**src/rtl/cc_alu_pkg.sv**
```systemverilog
// Shared opcode and condition encodings for the condition-gated ALU.
package cc_alu_pkg;
    typedef enum logic [3:0] {
        OP_AND = 4'h0, OP_EOR = 4'h1, OP_SUB = 4'h2, OP_RSB = 4'h3,
        OP_ADD = 4'h4, OP_ADC = 4'h5, OP_SBC = 4'h6, OP_RSC = 4'h7,
        OP_TST = 4'h8, OP_TEQ = 4'h9, OP_CMP = 4'hA, OP_CMN = 4'hB,
        OP_ORR = 4'hC, OP_MOV = 4'hD, OP_BIC = 4'hE, OP_MVN = 4'hF
    } alu_op_e;

    typedef enum logic [3:0] {
        CC_EQ = 4'h0, CC_NE = 4'h1, CC_HS = 4'h2, CC_LO = 4'h3,
        CC_MI = 4'h4, CC_PL = 4'h5, CC_VS = 4'h6, CC_VC = 4'h7,
        CC_HI = 4'h8, CC_LS = 4'h9, CC_GE = 4'hA, CC_LT = 4'hB,
        CC_GT = 4'hC, CC_LE = 4'hD, CC_AL = 4'hE, CC_NV = 4'hF
    } cond_e;

    // Flag vector layout: N at 3, Z at 2, C at 1, V at 0.
    localparam int FLAG_N = 3;
    localparam int FLAG_Z = 2;
    localparam int FLAG_C = 1;
    localparam int FLAG_V = 0;
endpackage

```
**src/rtl/cc_alu_cond.sv**
```systemverilog
// Condition evaluator: decides from the held flags whether an operation
// executes. Assumes flags are laid out as in cc_alu_pkg.
module cc_alu_cond
    import cc_alu_pkg::*;
(
    input  logic [3:0] cond_i,
    input  logic [3:0] flags_i,
    output logic       pass_o
);
    logic n, z, c, v;
    assign n = flags_i[FLAG_N];
    assign z = flags_i[FLAG_Z];
    assign c = flags_i[FLAG_C];
    assign v = flags_i[FLAG_V];

    // Select the flag test named by the condition field.
    always_comb begin
        unique case (cond_e'(cond_i))
            CC_EQ:   pass_o = z;
            CC_NE:   pass_o = !z;
            CC_HS:   pass_o = c;
            CC_LO:   pass_o = !c;
            CC_MI:   pass_o = n;
            CC_PL:   pass_o = !n;
            CC_VS:   pass_o = v;
            CC_VC:   pass_o = !v;
            CC_HI:   pass_o = c && !z;
            CC_LS:   pass_o = !c || z;
            CC_GE:   pass_o = (n == v);
            CC_LT:   pass_o = (n != v);
            CC_GT:   pass_o = !z && (n == v);
            CC_LE:   pass_o = z || (n != v);
            CC_AL:   pass_o = 1'b1;
            default: pass_o = 1'b0;
        endcase
    end
endmodule

```
**src/rtl/cc_alu_core.sv**
```systemverilog
// Datapath: one shared adder for all arithmetic and compare forms, plus a
// logic unit. Subtraction is done as x + ~y + carry-in, so carry-out 1 means
// no borrow. Assumes operand B is already shifted upstream.
module cc_alu_core
    import cc_alu_pkg::*;
#(
    parameter int WIDTH = 32
) (
    input  logic [3:0]       op_i,
    input  logic [WIDTH-1:0] a_i,
    input  logic [WIDTH-1:0] b_i,
    input  logic             carry_flag_i,
    output logic [WIDTH-1:0] res_o,
    output logic             add_carry_o,
    output logic             add_ovf_o,
    output logic             is_arith_o,
    output logic             is_flag_only_o
);
    localparam int SUM_W = WIDTH + 1;

    logic [WIDTH-1:0] add_x, add_y, logic_res;
    logic             add_cin;
    logic [SUM_W-1:0] sum;

    // Choose adder operands and carry-in for each arithmetic form.
    always_comb begin
        add_x      = a_i;
        add_y      = b_i;
        add_cin    = 1'b0;
        is_arith_o = 1'b1;
        unique case (alu_op_e'(op_i))
            OP_ADD, OP_CMN: begin add_x = a_i;  add_y = b_i;  add_cin = 1'b0;         end
            OP_ADC:         begin add_x = a_i;  add_y = b_i;  add_cin = carry_flag_i; end
            OP_SUB, OP_CMP: begin add_x = a_i;  add_y = ~b_i; add_cin = 1'b1;         end
            OP_SBC:         begin add_x = a_i;  add_y = ~b_i; add_cin = carry_flag_i; end
            OP_RSB:         begin add_x = b_i;  add_y = ~a_i; add_cin = 1'b1;         end
            OP_RSC:         begin add_x = b_i;  add_y = ~a_i; add_cin = carry_flag_i; end
            default:        is_arith_o = 1'b0;
        endcase
    end

    assign sum         = {1'b0, add_x} + {1'b0, add_y} + {{WIDTH{1'b0}}, add_cin};
    assign add_carry_o = sum[WIDTH];
    assign add_ovf_o   = (add_x[WIDTH-1] == add_y[WIDTH-1]) &&
                         (sum[WIDTH-1] != add_x[WIDTH-1]);

    // Bitwise and move forms.
    always_comb begin
        unique case (alu_op_e'(op_i))
            OP_AND, OP_TST: logic_res = a_i & b_i;
            OP_EOR, OP_TEQ: logic_res = a_i ^ b_i;
            OP_ORR:         logic_res = a_i | b_i;
            OP_BIC:         logic_res = a_i & ~b_i;
            OP_MOV:         logic_res = b_i;
            OP_MVN:         logic_res = ~b_i;
            default:        logic_res = '0;
        endcase
    end

    assign is_flag_only_o = (op_i[3:2] == 2'b10);
    assign res_o          = is_arith_o ? sum[WIDTH-1:0] : logic_res;
endmodule

```
**src/rtl/cc_alu_flags.sv**
```systemverilog
// Flag unit: forms the next NZCV value and holds the flag register.
// Assumes update_i is already gated by the condition result.
module cc_alu_flags
    import cc_alu_pkg::*;
#(
    parameter int WIDTH = 32
) (
    input  logic             clk,
    input  logic             rst_n,
    input  logic             update_i,
    input  logic             is_arith_i,
    input  logic [WIDTH-1:0] res_i,
    input  logic             add_carry_i,
    input  logic             add_ovf_i,
    input  logic             shift_carry_i,
    output logic [3:0]       flags_q_o,
    output logic [3:0]       flags_nxt_o
);
    logic [3:0] computed;

    // Build the candidate flag value from the result and operation class.
    always_comb begin
        computed[FLAG_N] = res_i[WIDTH-1];
        computed[FLAG_Z] = (res_i == '0);
        computed[FLAG_C] = is_arith_i ? add_carry_i : shift_carry_i;
        computed[FLAG_V] = is_arith_i ? add_ovf_i : flags_q_o[FLAG_V];
    end

    assign flags_nxt_o = update_i ? computed : flags_q_o;

    // Flag register with synchronous active-low reset.
    always_ff @(posedge clk) begin
        if (!rst_n) flags_q_o <= 4'b0000;
        else        flags_q_o <= flags_nxt_o;
    end
endmodule

```
**src/rtl/cc_alu.sv**
```systemverilog
// Top level: condition-gated ALU with held NZCV flags. One operation per
// cycle; the result and write strobe are combinational from the inputs and
// held flags, and the flags register loads flags_nxt_o each edge.
module cc_alu
    import cc_alu_pkg::*;
#(
    parameter int WIDTH = 32
) (
    input  logic             clk,
    input  logic             rst_n,
    input  logic [3:0]       opcode_i,
    input  logic [3:0]       cond_i,
    input  logic             set_flags_i,
    input  logic [WIDTH-1:0] opnd_a_i,
    input  logic [WIDTH-1:0] opnd_b_i,
    input  logic             shift_carry_i,
    output logic [WIDTH-1:0] alu_res_o,
    output logic             dst_we_o,
    output logic [3:0]       flags_nxt_o
);
    logic [3:0] flags_q;
    logic       cond_pass, add_carry, add_ovf, is_arith, is_flag_only, do_update;

    cc_alu_cond u_cond (
        .cond_i  (cond_i),
        .flags_i (flags_q),
        .pass_o  (cond_pass)
    );

    cc_alu_core #(.WIDTH(WIDTH)) u_core (
        .op_i           (opcode_i),
        .a_i            (opnd_a_i),
        .b_i            (opnd_b_i),
        .carry_flag_i   (flags_q[FLAG_C]),
        .res_o          (alu_res_o),
        .add_carry_o    (add_carry),
        .add_ovf_o      (add_ovf),
        .is_arith_o     (is_arith),
        .is_flag_only_o (is_flag_only)
    );

    assign dst_we_o  = cond_pass && !is_flag_only;
    assign do_update = cond_pass && (is_flag_only || set_flags_i);

    cc_alu_flags #(.WIDTH(WIDTH)) u_flags (
        .clk           (clk),
        .rst_n         (rst_n),
        .update_i      (do_update),
        .is_arith_i    (is_arith),
        .res_i         (alu_res_o),
        .add_carry_i   (add_carry),
        .add_ovf_i     (add_ovf),
        .shift_carry_i (shift_carry_i),
        .flags_q_o     (flags_q),
        .flags_nxt_o   (flags_nxt_o)
    );
endmodule

```
**config.mk**
```make
export PLATFORM = sky130hd
export DESIGN_NAME = cc_alu
export DESIGN_NICKNAME = d
export VERILOG_FILES = /design/src/rtl/cc_alu_pkg.sv /design/src/rtl/cc_alu_cond.sv /design/src/rtl/cc_alu_core.sv /design/src/rtl/cc_alu_flags.sv /design/src/rtl/cc_alu.sv
export SDC_FILE = /design/constraint.sdc
export NUM_CORES = 1
export LEC_CHECK = 0
export BUFFER_PORTS_ARGS = -buffer_cell sky130_fd_sc_hd__buf_2
export CAP_MARGIN = 5
export CORE_ASPECT_RATIO = 1.5
export CORE_MARGIN = 10
export CORE_UTILIZATION = 30
export CTS_CLUSTER_SIZE = 10
export DETAILED_ROUTE_END_ITERATION = 6
export PLACE_DENSITY = 0.6
export SLEW_MARGIN = 20
export SYNTH_ARGS = -nofsm -noshare
export SYNTH_HDL_FRONTEND = slang
export SYNTH_SLANG_ARGS = --single-unit
```
**constraint.sdc**
```tcl
create_clock -name clk -period 4.84 [get_ports clk]
set_input_delay 0.242 -clock clk [delete_from_list [all_inputs] [get_ports clk]]
set_output_delay 0.242 -clock clk [all_outputs]
set_load 0.03 [all_outputs]
```
After elaboration in Yosys (flattened, before gate mapping)
Cells that the tools add are included.
{ "word_totals": {"register_bits": 4, "output_inout_bits": 37, "in_bits": 76} }
{ "op_classes": {"bitwise_logic": 6, "muxes": 10, "reduce_logical": 23, "add_sub_neg": 2, "eq_ne": 34} }
{ "ops": {"columns": ["cell", "count"], "rows": [
  ["32-bit case mux with 6 select lines", 1],
  ["32-bit bitwise AND", 2],
  ["32-bit 2-to-1 mux", 2],
  ["32-bit inverter", 2],
  ["32-bit case mux with 2 select lines", 1],
  ["4-bit == test, second input constant", 15],
  ["32-bit by 32-bit adder with 33-bit output", 1],
  ["33-bit by 1-bit adder with 33-bit output", 1],
  ["4-bit by 3-bit == test with 1-bit output, second input constant", 8],
  ["32-bit zero test", 1],
  ["32-bit bitwise OR", 1],
  ["32-bit bitwise XOR", 1],
  ["4-bit by 2-bit == test with 1-bit output, second input constant", 4],
  ["1-bit case mux with 15 select lines", 1],
  ["3-bit OR reduction", 3],
  ["4-bit by 1-bit == test with 1-bit output, second input constant", 2],
  ["4-bit zero test", 2],
  ["8-bit OR reduction", 1],
  ["2-bit OR reduction", 3],
  ["1-bit logical AND", 5],
  ["1-bit zero test", 5],
  ["4-bit 2-to-1 mux", 1],
  ["1-bit logical OR", 3],
  ["1-bit 2-to-1 mux", 3],
  ["4 further kinds", 6]
]} }

Longest topological paths before layout
Gate-level depths: netlist of the first run.
{ "logic_depth": {"ltp_word": 9, "depth_mapped": 22, "ltp_nobuf": 18} }

Modules after synthesis
From an unflattened synthesis of the first run, not the netlist that was laid out.
{ "unflattened": {"hier_cells": 929, "hier_area_um2": 5710.5} }
{ "by_module_without_submodules": {"columns": ["mod", "cells_per_inst", "instances", "area_per_inst_um2"], "rows": [
  ["cc_alu_core", 870, 1, 5241.3],
  ["cc_alu_flags", 29, 1, 261.5],
  ["cc_alu_cond", 28, 1, 193.9],
  ["cc_alu", 2, 1, 13.8]
]} }

Least setup slack after synthesis of the first run
Ideal clock, no wire load.
{ "synth_path": {"kind": "input to output", "startpoint": "input port opcode_i[0]", "endpoint": "output port flags_nxt_o[2]", "n_path_buf": 5, "arrival_time_ns": 5.400, "path_stages": 22, "required_ns": 4.598, "setup_slack_ns": -0.802, "cell_sequence": "clkbuf_1 buf_2 buf_1 buf_1 nor3_1 a21o_1 clkbuf_1 nor2_1 a211oi_1 fa_1 inv_1 fa_1 a211oi_2 o211ai_1 a21oi_1 o21bai_1 xnor2_1 a21boi_0 or3_1 nor4_4 nand4_2 o32ai_2"} }
{ "synth_via": {"elab_chain_cells": 8} }
{ "synth_rtl": {"columns": ["element", "line", "rtl"], "rows": [
  ["start, declared", "cc_alu.sv:11", "input logic [3:0] opcode_i,"],
  ["4-bit by 2-bit == test with 1-bit output (tied with other cells)", "cc_alu_core.sv:31", "unique case (alu_op_e'(op_i))"],
  ["3-bit OR reduction (no line) or 2-bit OR reduction (tied branches)", null, null],
  ["32-bit case mux with 2 select lines or 32-bit 2-to-1 mux (tied branches)", "cc_alu_core.sv:31", null],
  ["32-bit by 32-bit adder with 33-bit output", "cc_alu_core.sv:42", "assign sum = {1'b0, add_x} + {1'b0, add_y} + {{WIDTH{1'b0}}, add_cin};"],
  ["33-bit by 1-bit adder with 33-bit output", "cc_alu_core.sv:42", null],
  ["32-bit 2-to-1 mux (*)", "cc_alu_core.sv:61", "assign res_o = is_arith_o ? sum[WIDTH-1:0] : logic_res;"],
  ["named net alu_res_o[16]", "cc_alu.sv:17", "output logic [WIDTH-1:0] alu_res_o,"],
  ["32-bit zero test (*)", "cc_alu_flags.sv:24", "computed[FLAG_Z] = (res_i == '0);"],
  ["4-bit 2-to-1 mux (*)", "cc_alu_flags.sv:29", "assign flags_nxt_o = update_i ? computed : flags_q_o;"],
  ["end, declared", "cc_alu.sv:19", "output logic [3:0] flags_nxt_o"]
]} }
The timed path passes the listed nets; every way through them passes the cells marked *.

Worst setup path in the final report of the first run
{ "layout_path": {"startpoint": "input port opcode_i[2]", "endpoint": "output port flags_nxt_o[2]"} }
{ "layout_via": {"elab_chain_cells": 8} }
{ "layout_rtl": {"columns": ["element", "line"], "rows": [
  ["4-bit by 2-bit == test with 1-bit output (tied with other cells)", "cc_alu_core.sv:31"],
  ["3-bit OR reduction (no line) or 2-bit OR reduction (tied branches)", null],
  ["32-bit case mux with 2 select lines or 32-bit 2-to-1 mux (tied branches)", "cc_alu_core.sv:31"],
  ["32-bit by 32-bit adder with 33-bit output", "cc_alu_core.sv:42"],
  ["33-bit by 1-bit adder with 33-bit output", "cc_alu_core.sv:42"],
  ["32-bit 2-to-1 mux", "cc_alu_core.sv:61"],
  ["32-bit zero test", "cc_alu_flags.sv:24"],
  ["4-bit 2-to-1 mux (*)", "cc_alu_flags.sv:29"]
]} }
Mark *: on every way between the ends. The rest lies on a longest branch, timed or not.

==> flow_summary_export.csv, run 1 <==
group,metric,value,unit
clock_tree,clockBufferDepth,2,
critical_path,cp.arrival,4.41,ns
critical_path,path_buf_inv,4,
floorplan,dieArea,24700,µm²
detailed_routing,route.met2.wl,12.9,mm
sta,hold_violations,0,
grt,grt_pass1_wl,39.3,mm
finish,reg_top3,"u_flags.flags_q_o: 4 flops",
run_status,violations,"DRC",
critical_path,crit_fanout,5,
critical_path,critPathTopFamily,"compound AO/OA/AOI/OAI gates",
floorplan,initial_utilization,0.303,
sta,period_minus_slack,4.65,ns
place,gp_routability_congestion,1.03,
hold_path,worst_hold_path_type,"input port to register",
sta,finalSetupViolations,0,
finish,final_area,6950,µm²
detailed_routing,top_signal_layer_used,"met4",
detailed_routing,drt-pass1-iter-count,7,
critical_path,crit_path_start_kind,"input port",
yosys,ys_types,90,
place,port-buffer-count,112,
place,placed_area,6780,µm²
finish,largest_reg_flops,4,
sta,max_freq,0.215,GHz
grt,grt_max_degree,64,
yosys,ys_seq_area_frac,0.0143,
detailed_routing,wl_met1,9.39,mm
detailed_routing,routed_wl,25.1,mm
place,pre_cts_ws,0.0611,ns
critical_path,crit_path_max_incr_delay,0.42,ns
place,placedCellCount,1263,
sta,postLayoutSetupSlackWorst,0.188,ns
finish,top_register,"u_flags.flags_q_o",
detailed_routing,vias_per_cell,5.78,
floorplan,ioPinCount,113,
grt,antenna_found_initial,1,
yosys,syn-num-nets,1038,
detailed_routing,route.met3.wl,1.49,mm
sta,fin_skew,0.000740,ns
finish,nets,1162,
yosys,synth_seq_cells,4,
yosys,synth_flop_cell,"dfxtp_1",
yosys,async_reset_ff_frac,0,
yosys,yosysWarnings,0,
clock_tree,clock_latency,0.23,ns
yosys,yosys.area.top_type,"ha_1",
detailed_routing,avgRoutedWirePerCell,19.7,µm
clock_tree,cts.clk_slew.worst_paths,0.03,ns
critical_path,crit_slowest_cell,"fa_2",
yosys,syn_area,5600,µm²
yosys,yosys.cell_count.top_type,"o21ai_0",
clock_tree,cts_root_buffer,"clkbuf_16",
finish,final_cells,1272,
run_status,status,"finished with violations",
floorplan,die-height,187,µm
detailed_routing,drtIter0Drc,665,
sta,slew_headroom,0.270,
yosys,syn_avg_cell_area,6.24,µm²
sta,hold_ws,0.276,ns
critical_path,setup.worst_path.class,"input port to output pin",
power_and_ir_drop,power_density,212,nW/µm²
power_and_ir_drop,p_leak,3.23,nW
critical_path,critPathRequiredTime,4.60,ns
sta,worst_pin_slew,1.09,ns
sta,maxSlewViolCount,0,
finish,drive_above_1_share,0.237,
yosys,synthTopCellsByArea,"ha_1 14%, o21ai_0 12%, nand2_1 8.2%",
detailed_routing,drc,9,
finish,nFillCells,2061,
critical_path,cp_cell_sequence,"buf_2 -> and2_4 -> nor3_4 -> a21o_4 -> nor2_2 -> a211oi_4 -> fa_2 -> inv_2 -> fa_2 -> a211oi_4 -> o211ai_1 -> a21oi_2 -> buf_4 -> o21bai_1 -> xnor2_1 -> a21boi_2 -> or3_4 -> nor4_4 -> nand4_2 -> o32ai_4 -> buf_6",
grt,grt.total_usage,0.192,
grt,grt_pass1_vias,7359,
clock_tree,htreeDepth,1,
flow_run,maxCapViolations,0,
critical_path,end_kind,"output pin",
yosys,syn_inst,897,
yosys,synth_edf_count,0,
finish,area_growth,24.1,%
detailed_routing,antenna_left,0,
floorplan,die_width,132,µm
sta,min_period_over_period,0.961,
yosys,synth_commonest_cells,"138 x o21ai_0, 122 x nand2_1, 79 x inv_1",
place,dp_hpwl,19.9,mm
clock_tree,cts_buffers,3,
detailed_routing,routed-via-count,7350,
clock_tree,cts_tree,"built",
yosys,yosys.area.top_type_share,0.141,
floorplan,row_count,61,
clock_tree,cts.sinks,4,
floorplan,coreArea,18500,µm²
finish,fin_util,0.376,
grt,grt_overflow,0,
power_and_ir_drop,ir_drop,0.000161,V
cells in the final DEF, fill, tap and decap left out, drive strengths merged, types with 4 or more instances in the layout:
cell type	instances
nor2b	11
a211oi	10
o221ai	11
buf	182
a221oi	6
a2bb2oi	7
a222oi	4
and3	6
xnor2	17
o32ai	5
a22o	8
o21a	7
ha	63
a21o	14
o32a	4
nand4	14
nor3	15
dfxtp	4
a31oi	9
nand3	22
and2	6
xor2	8
nor2	53
or3	4
o21bai	4
o211ai	8
inv	80
a21oi	74
o22ai	6
o21ai	143
mux2i	7
nor4	6
a22oi	13
nand2	122
o31ai	10
repair_timing:
action / 4_1_cts / 5_1_grt
endpoints found under the setup margin: 0 / 1
resized for setup: 0 / 15
buffers inserted: 0 / 5
hold buffers: 0 / 0
power breakdown:
group / switching, mW / internal [mW] / total (mW)
logic: 0.814 / 0.490 / 1.30
registers: 0.00405 / 0.0359 / 0.0399
clock network: 0.0266 / 0.106 / 0.132
total: 0.845 / 0.632 / 1.48
worst reg2reg max path: stages, from the launching register on:
cell and delay (ns):
dfxtp_1 0.35, nor2_1 0.12, o22ai_1 0.10, a32oi_2 0.22
fa_2 0.26, inv_2 0.04, fa_2 0.42, a211oi_4 0.28
o211ai_1 0.18, a21oi_2 0.23, buf_4 0.14, o21bai_1 0.08
xnor2_1 0.21, a21boi_2 0.09, or3_4 0.36, nor4_4 0.42
nand4_2 0.20, buf_4 0.19, o41ai_2 0.19
through the flow:
| stage | power (mW) | setup TNS (ns) |
|---|---|---|
| global placement | 1.30 | 0 |
| floorplan | 0.890 | -0.0805 |
| global route | 1.59 | -0.0119 |
| finish | 1.48 | 0 |
| CTS | 1.45 | 0 |
| detailed placement | 1.31 | 0 |
final cells by class:
type / instances / area, µm² / share of cell area
repair buffers: 182 / 1120 / 0.161
well taps: 252 / 315 / 0.0454
inverters: 81 / 305 / 0.0439
flip-flops and latches: 4 / 80.1 / 0.0115
multi-input cells: 749 / 5060 / 0.727
clock buffers: 3 / 75.1 / 0.0108
diodes: 1 / 2.50 / 0.000360
logic make-up (layout without fill, tap and decap cells):
group | count (synthesis) | in the layout | share of synthesized area
AOI/OAI and AO/OA | 376 | 376 | 0.442
and+or+nand+nor | 274 | 274 | 0.232
other | 0 | 1 | 0
xor gates and xnor gates | 25 | 25 | 0.0404
muxes | 9 | 9 | 0.0165
DFF | 4 | 4 | 0.0143
buffers and inverters | 144 | 266 | 0.107
adders and majority gates | 65 | 65 | 0.148
worst paths after layout:
path / start / end / slack (ns) / cells past startpoint
setup / recovery: opcode_i[2] / flags_nxt_o[2] / 0.19 / 21
hold / removal: rst_n / u_flags.flags_q_o[3]$_SDFF_PN0_ / 0.28 / 2
setup reg to reg: u_flags.flags_q_o[1]$_SDFF_PN0_ / u_flags.flags_q_o[2]$_SDFF_PN0_ / 0.66 / 18
hold reg to reg: u_flags.flags_q_o[0]$_SDFF_PN0_ / u_flags.flags_q_o[0]$_SDFF_PN0_ / 0.57 / 2
routing by layer:
| metal | track usage | up-vias |
|---|---|---|
| li1 | - | 3557 |
| met2 | 0.357 | 311 |
| met5 | 0 | - |
| met4 | 0.100 | 0 |
| met3 | 0.0247 | 76 |
| met1 | 0.206 | 3406 |
(Power assumes the default switching activity.)
==> run 2, diff against run 1 <==
==> constraint.sdc (replaced) <==
create_clock -name clk -period 4.84 [get_ports clk]
set_input_delay 0.242 -clock clk [delete_from_list [all_inputs] [get_ports clk]]
set_output_delay 0.242 -clock clk [all_outputs]
set_load 0.02 [all_outputs]
==> run 2 against run 1 <==
Against the previous run: the flow now finishes without violations; largest cell class unchanged; sequential share of layout area hardly changed; critical path depth rose by 1; sequential power hardly changed; first-iteration DRC count increased by 3.8%; flip-flop and latch count is the same; via count is 2.3% higher; worst hold slack lost 0.0088 ns; final area grew 1.0%; die area unchanged; wire length increased by 6.3%; clock-buffer cell count stayed put.
==> flow_summary_export.csv, run 2 (synthesis results as in run 1) <==
group,metric,value,unit
critical_path,cp_cell_sequence,"buf_2 -> clkinv_2 -> nor2_2 -> nand2_2 -> buf_12 -> nor2_2 -> a211oi_4 -> fa_2 -> inv_1 -> fa_2 -> a211oi_4 -> o21ai_2 -> a22oi_2 -> a21o_1 -> buf_4 -> nor2_1 -> nor3_4 -> or4_4 -> nor4_4 -> nand4_2 -> o32ai_4 -> buf_6",
clock_tree,clockBufferDepth,2,
finish,diodes,0,
place,dp_hpwl,21.2,mm
sta,period_minus_slack,4.73,ns
floorplan,die-height,187,µm
power_and_ir_drop,power_density,206,nW/µm²
finish,layout_commonest_cell,"o21ai_0",
sta,slew_headroom,0.397,
flow_run,maxCapViolations,0,
detailed_routing,drtIter0Drc,690,
grt,grt.total_usage,0.200,
critical_path,crit_path_start_kind,"input port",
finish,largest_reg_flops,4,
finish,area_growth,25.4,%
clock_tree,cts_root_buffer,"clkbuf_16",
critical_path,crit_fanout,35,
floorplan,dieArea,24700,µm²
sta,postLayoutSetupSlackWorst,0.109,ns
sta,maxSlewViolCount,0,
place,gp_routability_congestion,1.02,
sta,hold_violations,0,
grt,antenna_found_initial,0,
critical_path,end_kind,"output pin",
finish,nFillCells,2046,
place,port-buffer-count,112,
power_and_ir_drop,ir_drop,0.000120,V
clock_tree,cts_hold_buffers,0,
place,pre_cts_ws,-0.0266,ns
detailed_routing,vias_per_cell,5.88,
grt,grt_max_degree,70,
sta,worst_pin_slew,0.902,ns
floorplan,die_width,132,µm
critical_path,critPathRequiredTime,4.60,ns
run_status,status,"completed",
floorplan,coreArea,18500,µm²
clock_tree,cts_tree,"built",
floorplan,ioPinCount,113,
finish,top_register,"u_flags.flags_q_o",
critical_path,path_buf_inv,6,
grt,grt_pass1_wl,40.3,mm
critical_path,cp.arrival,4.49,ns
finish,drive_above_1_share,0.238,
detailed_routing,drt-pass1-iter-count,6,
clock_tree,htreeDepth,1,
place,placed_area,6830,µm²
power_and_ir_drop,p_leak,3.27,nW
floorplan,initial_utilization,0.303,
hold_path,worst_hold_path_type,"input port to register",
clock_tree,clock_latency,0.23,ns
detailed_routing,antenna_left,0,
sta,hold_ws,0.267,ns
finish,reg_top3,"u_flags.flags_q_o: 4 flops",
detailed_routing,routed_wl,26.7,mm
sta,max_freq,0.211,GHz
detailed_routing,avgRoutedWirePerCell,20.8,µm
sta,finalSetupViolations,0,
detailed_routing,routed-via-count,7522,
detailed_routing,drc,0,
finish,layout_common_cells,"138 x o21ai_0, 121 x nand2_1, 111 x buf_2",
floorplan,row_count,61,
sta,min_period_over_period,0.978,
finish,nets,1171,
critical_path,crit_slowest_cell,"or4_4",
clock_tree,cts.clk_slew.worst_paths,0.03,ns
grt,grt_overflow,0,
critical_path,crit_path_max_incr_delay,0.54,ns
critical_path,setup.worst_path.class,"input port to output pin",
critical_path,critPathTopFamily,"simple AND/OR/NAND/NOR gates",
grt,grt_pass1_vias,7318,
finish,final_area,7020,µm²
sta,fin_skew,0.00284,ns
clock_tree,cts.sinks,4,
clock_tree,cts_buffers,3,
==> run 2: cell types whose count changed in the layout (fill, tap and decap cells not counted), sizes merged <==
| cell | change |
|---|---|
| buf | +8 |
| clkbuf | +1 |
| diode | -1 |
==> run 2: through the flow <==
step                utilization  cells  setup TNS, ns  total power [mW]
finish                    0.380   1280              0              1.45
global route              0.380   1280        -0.0227              1.56
CTS                       0.374   1278              0              1.42
detailed placement        0.370   1274        -0.0266              1.28
global placement          0.370   1274              0              1.27
floorplan                     -    897              0             0.822
==> run 2: report_power, final <==
group	leakage (nW)	internal, mW	switching, mW	total (mW)
Combinational	3.20	0.497	0.781	1.28
Clock	0.0370	0.106	0.0259	0.132
Sequential	0.0326	0.0359	0.00429	0.0402
Total	3.27	0.638	0.811	1.45
==> run 2: what timing repair did <==
| item | 4_1_cts | 5_1_grt |
|---|---|---|
| gates cloned | 0 | 1 |
| gates resized for setup | 1 | 15 |
| pin swaps | 3 | 5 |
| endpoints found under the setup margin | 1 | 3 |
| buffers inserted | 1 | 1 |
==> run 2: final timing paths <==
kind                                                      start                         endpoint  slack (ns)  cells after the start
worst min register to register  u_flags.flags_q_o[0]$_SDFF_PN0_  u_flags.flags_q_o[0]$_SDFF_PN0_        0.56                      2
worst max register to register  u_flags.flags_q_o[1]$_SDFF_PN0_  u_flags.flags_q_o[2]$_SDFF_PN0_        0.72                     17
worst max-delay path                                opcode_i[0]                   flags_nxt_o[2]        0.11                     22
worst min-delay path                                      rst_n  u_flags.flags_q_o[3]$_SDFF_PN0_        0.27                      2
==> run 2: final cells by class <==
cell class / count / area (µm²) / area share
Timing Repair Buffer: 191 / 1200 / 0.171
Sequential cell: 4 / 80.1 / 0.0114
Clock buffer: 3 / 75.1 / 0.0107
Inverter: 81 / 305 / 0.0435
Multi-Input combinational cell: 749 / 5050 / 0.719
Tap cell: 252 / 315 / 0.0449
==> run 2: routing by layer <==
metal,up-vias,part of all wire,track usage
met1,3508,0.37,0.214
met2,349,0.51,0.364
li1,3572,-,-
met5,-,0,0
met4,0,0.061,0.125
met3,93,0.064,0.0226
